[src/rtl/ep_in_pkg.sv]
package ep_in_pkg;
  localparam logic [1:0] STS_EMPTY = 2'b00;
  localparam logic [1:0] STS_ONE   = 2'b01;
  localparam logic [1:0] STS_FULL  = 2'b11;

  function automatic logic [1:0] sts_enc(input logic [1:0] occ, input logic dbl);
    if (occ == 2'd0)                 return STS_EMPTY;
    else if (dbl && occ == 2'd1)     return STS_ONE;
    else                             return STS_FULL;
  endfunction
endpackage

[src/rtl/ep_in_ram.sv]
module ep_in_ram #(
  parameter int DW    = 8,
  parameter int DEPTH = 32,
  parameter int AW    = $clog2(DEPTH)
) (
  input  logic          clk,
  input  logic          we,
  input  logic [AW-1:0] waddr,
  input  logic [DW-1:0] wdata,
  input  logic          re,
  input  logic [AW-1:0] raddr,
  output logic [DW-1:0] rdata
);
  logic [DW-1:0] mem [DEPTH];

  always_ff @(posedge clk) begin
    if (we) mem[waddr] <= wdata;
    if (re) rdata <= mem[raddr];
  end
endmodule

[src/rtl/ep_in_wr.sv]
module ep_in_wr #(
  parameter int HD = 16,
  parameter int CW = $clog2(HD + 1),
  parameter int AW = $clog2(2 * HD)
) (
  input  logic                clk,
  input  logic                rst,
  input  logic                flush,
  input  logic                cfg_dbl,
  input  logic                cfg_auto,
  input  logic                cfg_cont,
  input  logic [CW-1:0]       cfg_maxp,
  input  logic [CW-1:0]       cfg_bufsz,
  input  logic                cpu_wr,
  input  logic                cpu_set_rdy,
  input  logic                full,
  input  logic                free_en,
  input  logic                free_sel,
  output logic                commit,
  output logic                wr_drop,
  output logic                mem_we,
  output logic [AW-1:0]       mem_waddr,
  output logic [1:0][CW-1:0]  cnt
);
  logic          wsel;
  logic [CW-1:0] cur, cnt_after, target;
  logic          accept, auto_hit;

  always_comb begin
    cur       = cnt[wsel];
    accept    = cpu_wr && !full && (cur < CW'(HD));
    cnt_after = cur + CW'(accept);
    target    = cfg_cont ? cfg_bufsz : cfg_maxp;
    auto_hit  = cfg_auto && accept && (cnt_after == target);
    commit    = !full && (cpu_set_rdy || auto_hit);
    wr_drop   = cpu_wr && !accept;
    mem_we    = accept;
    mem_waddr = (wsel ? AW'(HD) : AW'(0)) + AW'(cur);
  end

  always_ff @(posedge clk) begin
    if (rst || flush) begin
      cnt  <= '0;
      wsel <= 1'b0;
    end else begin
      if (accept) cnt[wsel] <= cnt_after;
      if (free_en) cnt[free_sel] <= '0;
      if (commit && cfg_dbl) wsel <= ~wsel;
    end
  end
endmodule

[src/rtl/ep_in_rd.sv]
module ep_in_rd #(
  parameter int HD = 16,
  parameter int CW = $clog2(HD + 1),
  parameter int AW = $clog2(2 * HD)
) (
  input  logic          clk,
  input  logic          rst,
  input  logic          flush,
  input  logic          cfg_dbl,
  input  logic          cfg_cont,
  input  logic [CW-1:0] cfg_maxp,
  input  logic          occ_nz,
  input  logic [CW-1:0] cnt_cur,
  input  logic          tx_rd,
  input  logic          tx_restart,
  input  logic          tx_ack,
  output logic          rsel,
  output logic          free_en,
  output logic          re,
  output logic [AW-1:0] raddr,
  output logic [CW-1:0] tx_len
);
  logic [CW-1:0] off, bp, remain;
  logic          more, ack_ok;

  always_comb begin
    remain  = cnt_cur - off;
    more    = cfg_cont && (remain > cfg_maxp);
    tx_len  = more ? cfg_maxp : remain;
    ack_ok  = tx_ack && occ_nz;
    free_en = ack_ok && !more;
    re      = tx_rd && occ_nz && (bp < tx_len);
    raddr   = (rsel ? AW'(HD) : AW'(0)) + AW'(off) + AW'(bp);
  end

  always_ff @(posedge clk) begin
    if (rst || flush) begin
      off  <= '0;
      bp   <= '0;
      rsel <= 1'b0;
    end else if (ack_ok) begin
      bp <= '0;
      if (more) begin
        off <= off + cfg_maxp;
      end else begin
        off <= '0;
        if (cfg_dbl) rsel <= ~rsel;
      end
    end else if (tx_restart) begin
      bp <= '0;
    end else if (re) begin
      bp <= bp + CW'(1);
    end
  end
endmodule

[src/rtl/ep_in_buf_ctrl.sv]
module ep_in_buf_ctrl
  import ep_in_pkg::*;
#(
  parameter int DW = 8,
  parameter int HD = 16,
  parameter int CW = $clog2(HD + 1),
  parameter int AW = $clog2(2 * HD)
) (
  input  logic          clk,
  input  logic          rst,
  input  logic          flush,
  input  logic          cfg_dbl,
  input  logic          cfg_auto,
  input  logic          cfg_cont,
  input  logic [CW-1:0] cfg_maxp,
  input  logic [CW-1:0] cfg_bufsz,
  input  logic          cpu_wr,
  input  logic [DW-1:0] cpu_wdata,
  input  logic          cpu_set_rdy,
  output logic [1:0]    sts,
  output logic          overrun,
  output logic          tx_avail,
  output logic [CW-1:0] tx_len,
  input  logic          tx_rd,
  output logic [DW-1:0] tx_data,
  input  logic          tx_restart,
  input  logic          tx_ack
);
  logic [1:0]          occ, occ_nxt;
  logic                full, commit, wr_drop, free_en, rsel;
  logic                mem_we, mem_re;
  logic [AW-1:0]       mem_waddr, mem_raddr;
  logic [1:0][CW-1:0]  cnt;

  assign full = cfg_dbl ? (occ == 2'd2) : (occ == 2'd1);

  ep_in_wr #(.HD(HD), .CW(CW), .AW(AW)) u_wr (
    .clk(clk), .rst(rst), .flush(flush),
    .cfg_dbl(cfg_dbl), .cfg_auto(cfg_auto), .cfg_cont(cfg_cont),
    .cfg_maxp(cfg_maxp), .cfg_bufsz(cfg_bufsz),
    .cpu_wr(cpu_wr), .cpu_set_rdy(cpu_set_rdy), .full(full),
    .free_en(free_en), .free_sel(rsel),
    .commit(commit), .wr_drop(wr_drop),
    .mem_we(mem_we), .mem_waddr(mem_waddr), .cnt(cnt)
  );

  ep_in_rd #(.HD(HD), .CW(CW), .AW(AW)) u_rd (
    .clk(clk), .rst(rst), .flush(flush),
    .cfg_dbl(cfg_dbl), .cfg_cont(cfg_cont), .cfg_maxp(cfg_maxp),
    .occ_nz(occ != 2'd0), .cnt_cur(cnt[rsel]),
    .tx_rd(tx_rd), .tx_restart(tx_restart), .tx_ack(tx_ack),
    .rsel(rsel), .free_en(free_en),
    .re(mem_re), .raddr(mem_raddr), .tx_len(tx_len)
  );

  ep_in_ram #(.DW(DW), .DEPTH(2 * HD), .AW(AW)) u_ram (
    .clk(clk), .we(mem_we), .waddr(mem_waddr), .wdata(cpu_wdata),
    .re(mem_re), .raddr(mem_raddr), .rdata(tx_data)
  );

  always_comb begin
    occ_nxt = occ + 2'(commit) - 2'(free_en);
  end

  always_ff @(posedge clk) begin
    if (rst || flush) begin
      occ      <= 2'd0;
      sts      <= STS_EMPTY;
      tx_avail <= 1'b0;
      overrun  <= 1'b0;
    end else begin
      occ      <= occ_nxt;
      sts      <= sts_enc(occ_nxt, cfg_dbl);
      tx_avail <= (occ_nxt != 2'd0);
      if (wr_drop) overrun <= 1'b1;
    end
  end
endmodule

[config.mk]
export PLATFORM = sky130hd
export DESIGN_NAME = ep_in_buf_ctrl
export DESIGN_NICKNAME = d
export VERILOG_FILES = /design/src/rtl/ep_in_pkg.sv /design/src/rtl/ep_in_ram.sv /design/src/rtl/ep_in_wr.sv /design/src/rtl/ep_in_rd.sv /design/src/rtl/ep_in_buf_ctrl.sv
export SDC_FILE = /design/constraint.sdc
export NUM_CORES = 1
export LEC_CHECK = 0
export CAP_MARGIN = 10
export CELL_PAD_IN_SITES_DETAIL_PLACEMENT = 0
export CELL_PAD_IN_SITES_GLOBAL_PLACEMENT = 1
export CORE_MARGIN = 3
export CORE_UTILIZATION = 41
export DETAILED_ROUTE_END_ITERATION = 8
export PLACE_DENSITY = 0.68
export SYNTH_ARGS = -nofsm -noshare
export SYNTH_HDL_FRONTEND = slang
export SYNTH_HIERARCHICAL = 1
export SYNTH_SLANG_ARGS = --single-unit
[constraint.sdc]
create_clock -name clk -period 5.5 [get_ports clk]
set_input_delay 0.825 -clock clk [delete_from_list [all_inputs] [get_ports clk]]
set_output_delay 0.825 -clock clk [all_outputs]
set_load 0.05 [all_outputs]
==> Implementation_results.wiki <==
{| class="wikitable"
! Metric !! Value
|-
| Critical path peak fanout || 15
|-
| Layout Nets || 794
|-
| TritonCTS buffer count || 31
|-
| Aggregate global-route resource usage || 0.1628
|-
| Weighted congestion reported at the end of routability-driven placement || 0.7743
|-
| Setup Slack @ Placement || 0.2958 ns
|-
| Synth unique cells || 55
|-
| Async set-or-reset flop fraction in the synthesized netlist || 0
|-
| Required time of the worst setup path || 5.94 ns
|-
| Die Area || 32470 um^2
|-
| Clock net sink count || 292
|-
| Max_cap viols || 0
|-
| Clock Path Buffers || 3
|-
| I/O pin count || 46
|-
| Fin. max-slew vios || 0
|-
| Core Footprint || 29800 um^2
|-
| Chip height || 180.2 um
|-
| Setup clock skew after layout || 0.01129 ns
|-
| Class of the most critical hold timing path || reg2reg
|-
| Endpoint arrival time on the critical path || approximately 5.7 ns
|-
| Kind of start point of the critical path || flop
|-
| Clock Pin Slew Worst Setup and Hold Paths || 0.06 ns
|-
| Clock tree from TritonCTS || built
|-
| Number of standard cells after synthesis || 670
|-
| Synthesis warning total || 6
|-
| Netlist area before placement || 12440 um^2
|-
| Antenna diode count || 0
|-
| Top area cells in the synthesized netlist || edfxtp_1 (64%), mux4_2 (14%), dfxtp_1 (4.5%)
|-
| EDFF count, synth || roughly 260
|-
| Post-synthesis sequential area ratio || 0.6822
|-
| Number of failing setup endpoints in the final timing report || 0
|-
| Post-cts resize count || 0
|-
| Most repeated cell in the gate-level netlist after synthesis || edfxtp_1
|-
| Layout cells sized above 1 || 0.2358
|-
| Average vias per placed instance || between 5 and 6
|-
| Number of antenna-violating nets in the routed design || 0
|-
| Detailed Routing Iterations Pass 1 || 5
|-
| Flops & latches, synth || 292
|-
| Share of the clock period used by the worst path after layout || 0.9541
|-
| Site Rows || 63
|-
| Post-Synthesis Mean Instance Area || 18.57 um^2
|-
| Vias in the first global route || roughly 6500
|-
| H-Tree Depth || 1
|-
| P_sw || 0.9323 mW
|-
| Result of the run || finished clean
|-
| Count of port buffers added during placement || 45
|-
| Total wire length || ~26 mm
|-
| Worst Max-Slew Pin Slew || 1.158 ns
|-
| Setup Buffers After CTS || 0
|-
| Final Hold Fails || 0
|-
| Hold buffers post-CTS || 0
|-
| Latest clock arrival within the worst-skew pair || 0.55 ns
|-
| Routed vias || roughly 6300
|-
| Final-layout setup total negative slack || 0 ns
|-
| Number of antenna violations at the first check in global routing || 0
|-
| Worst slew margin relative to its limit || 0.2258
|-
| Starting DRC count in detailed routing || 546
|-
| Cell taking the most area after synthesis || edfxtp_1
|-
| Pint || 3.909 mW
|-
| Top_reg_cell synth || edfxtp_1
|-
| Mapped Nets || 731
|-
| First-pass GRT wire length || 40.81 mm
|-
| Final worst setup slack || 0.2524 ns
|-
| Proportion of netlist area held by the largest area contributor || 0.6372
|-
| WL/cell || 23.11 um
|-
| Largest net degree at the start of global routing || 65
|-
| Sequential cell fraction of total power || 0.503
|-
| Half-perimeter wire length after detailed placement || between 15 and 20 mm
|-
| Max VDD drop || 0.0002674 V
|-
| Pleak || 4.725 nW
|-
| Global route overflow || 0
|-
| Total power || 4.842 mW
|-
| Highest clock rate || 0.1906 GHz
|-
| Switching share of power || 0.1926
|-
| Clk network pwr share || 0.458
|-
| Critical Path Sink Type || flop
|-
| FILL cells || approximately 2500
|-
| Minimum clock period || around 5.2 ns
|-
| RSZ-0062 raised after global routing || false
|-
| DRC Markers || 0
|-
| Initial cell density of the core || 0.4176
|-
| Ranking of synthesized cells by instance count || edfxtp_1 (264), mux4_2 (80), nor2_1 (55)
|-
| Horiz. Die Dim || 180.2 um
|-
| Buffer type at the clock tree root || clkbuf_16
|-
| Category of the most critical setup path || reg2reg
|-
| PwrDens || 332.4 nW/um^2
|-
| Area Overhead vs Synth || 17.06%
|-
| Share of power burned in combinational logic || 0.039
|}
-- path summary, 6_finish.rpt --
| check | to | slack [ns] | from | cells after the start |
|---|---|---|---|---|
| setup / recovery | u_rd/bp[2]$_SDFFE_PP0P_ | 0.25 | u_rd/rsel$_SDFFE_PP0P_ | 21 |
| hold / removal | overrun$_SDFFE_PP0P_ | 0.50 | overrun$_SDFFE_PP0P_ | 2 |
| setup reg to reg | u_rd/bp[2]$_SDFFE_PP0P_ | 0.25 | u_rd/rsel$_SDFFE_PP0P_ | 21 |
| hold reg to reg | overrun$_SDFFE_PP0P_ | 0.50 | overrun$_SDFFE_PP0P_ | 2 |
-- per-stage QoR --
stage | instances | utilization | hold slack, ns | cell area (um^2)
6_report | 1145 | 0.4888 | 0.5039 | 14560
5_1_grt | 1145 | 0.4888 | 0.5221 | 14560
3_5_place_dp | 1084 | 0.4474 | 0.5005 | 13330
3_3_place_gp | 1084 | 0.4474 | 0.4870 | 13330
4_1_cts | 1139 | 0.4841 | 0.5119 | 14420
2_1_floorplan | 670 | - | 0.4715 | 12440
-- final cells by class --
cell class,instances,area [um^2],area share
flip-flops and latches,292,8488,0.5828
multi-input cells,331,3755,0.2578
clock buffers,37,798.3,0.05481
repair buffers,55,658.1,0.04519
well taps,390,488.0,0.03351
clock inverters,18,294.0,0.02019
inverters,22,82.58,0.005670
-- kinds of logic (layout without fill, tap and decap cells) --
group | Yosys count | after routing | share of synthesized area
AND/OR/NAND/NOR | 114 | 114 | 0.04505
AO/OA/AOI/OAI | 48 | 48 | 0.02916
adder cells (fa/ha/maj) | 32 | 32 | 0.03399
flip-flops | 292 | 292 | 0.6822
XOR/XNOR | 27 | 27 | 0.02011
multiplexers | 110 | 110 | 0.1717
buffers and inverters | 47 | 132 | 0.01780
-- cell usage in the layout (no fill, tap or decap), types with 16 or more instances in the layout --
master,instances
clkbuf_16,31
edfxtp_1,264
nand2_1,17
inv_1,22
mux4_2,80
mux2_2,16
dfxtp_1,28
clkdlybuf4s50_1,40
ha_1,28
nor2_1,55
-- power by group through the flow --
stage,sequential [mW],clock [mW],combinational [mW]
after detailed placement,2.49,0,0.179
after global routing,2.44,2.37,0.203
after global placement,2.48,0,0.174
after floorplan,2.49,0,0.0786
after CTS,2.44,2.27,0.180
final,2.44,2.22,0.189
-- critical path, cell delays in order (launching register included) --
cell and delay (ns):
dfxtp_1 0.54, mux2_2 0.38, inv_1 0.05, ha_1 0.13, inv_1 0.06, fa_1 0.40
a21o_1 0.17, a21oi_1 0.16, xnor2_1 0.17, ha_1 0.30, a21oi_1 0.16, o21ai_1 0.14
o21ai_0 0.26, mux2_2 0.41, inv_1 0.06, ha_1 0.23, a21o_1 0.16, a21o_1 0.17
a211o_2 0.34, a31oi_4 0.45, a21oi_1 0.15, a31o_2 0.23
-- layer usage --
metal	global-route usage	vias up	share of wire
met4	0.04391	0	0.023
met3	0.03573	39	0.063
li1	-	2803	-
met1	0.2234	3293	0.42
met5	0	-	0
met2	0.2659	175	0.49
-- sequential cells by signal (all words and copies together), names as in the netlist --
register	count
sts	2
u_wr/wsel	1
u_rd/off	5
u_rd/bp	5
tx_avail	1
overrun	1
u_wr/cnt	10
u_rd/rsel	1
u_ram/mem	256
occ	2
u_ram/rdata	8
No activity file was read; power rests on OpenSTA's default activity.
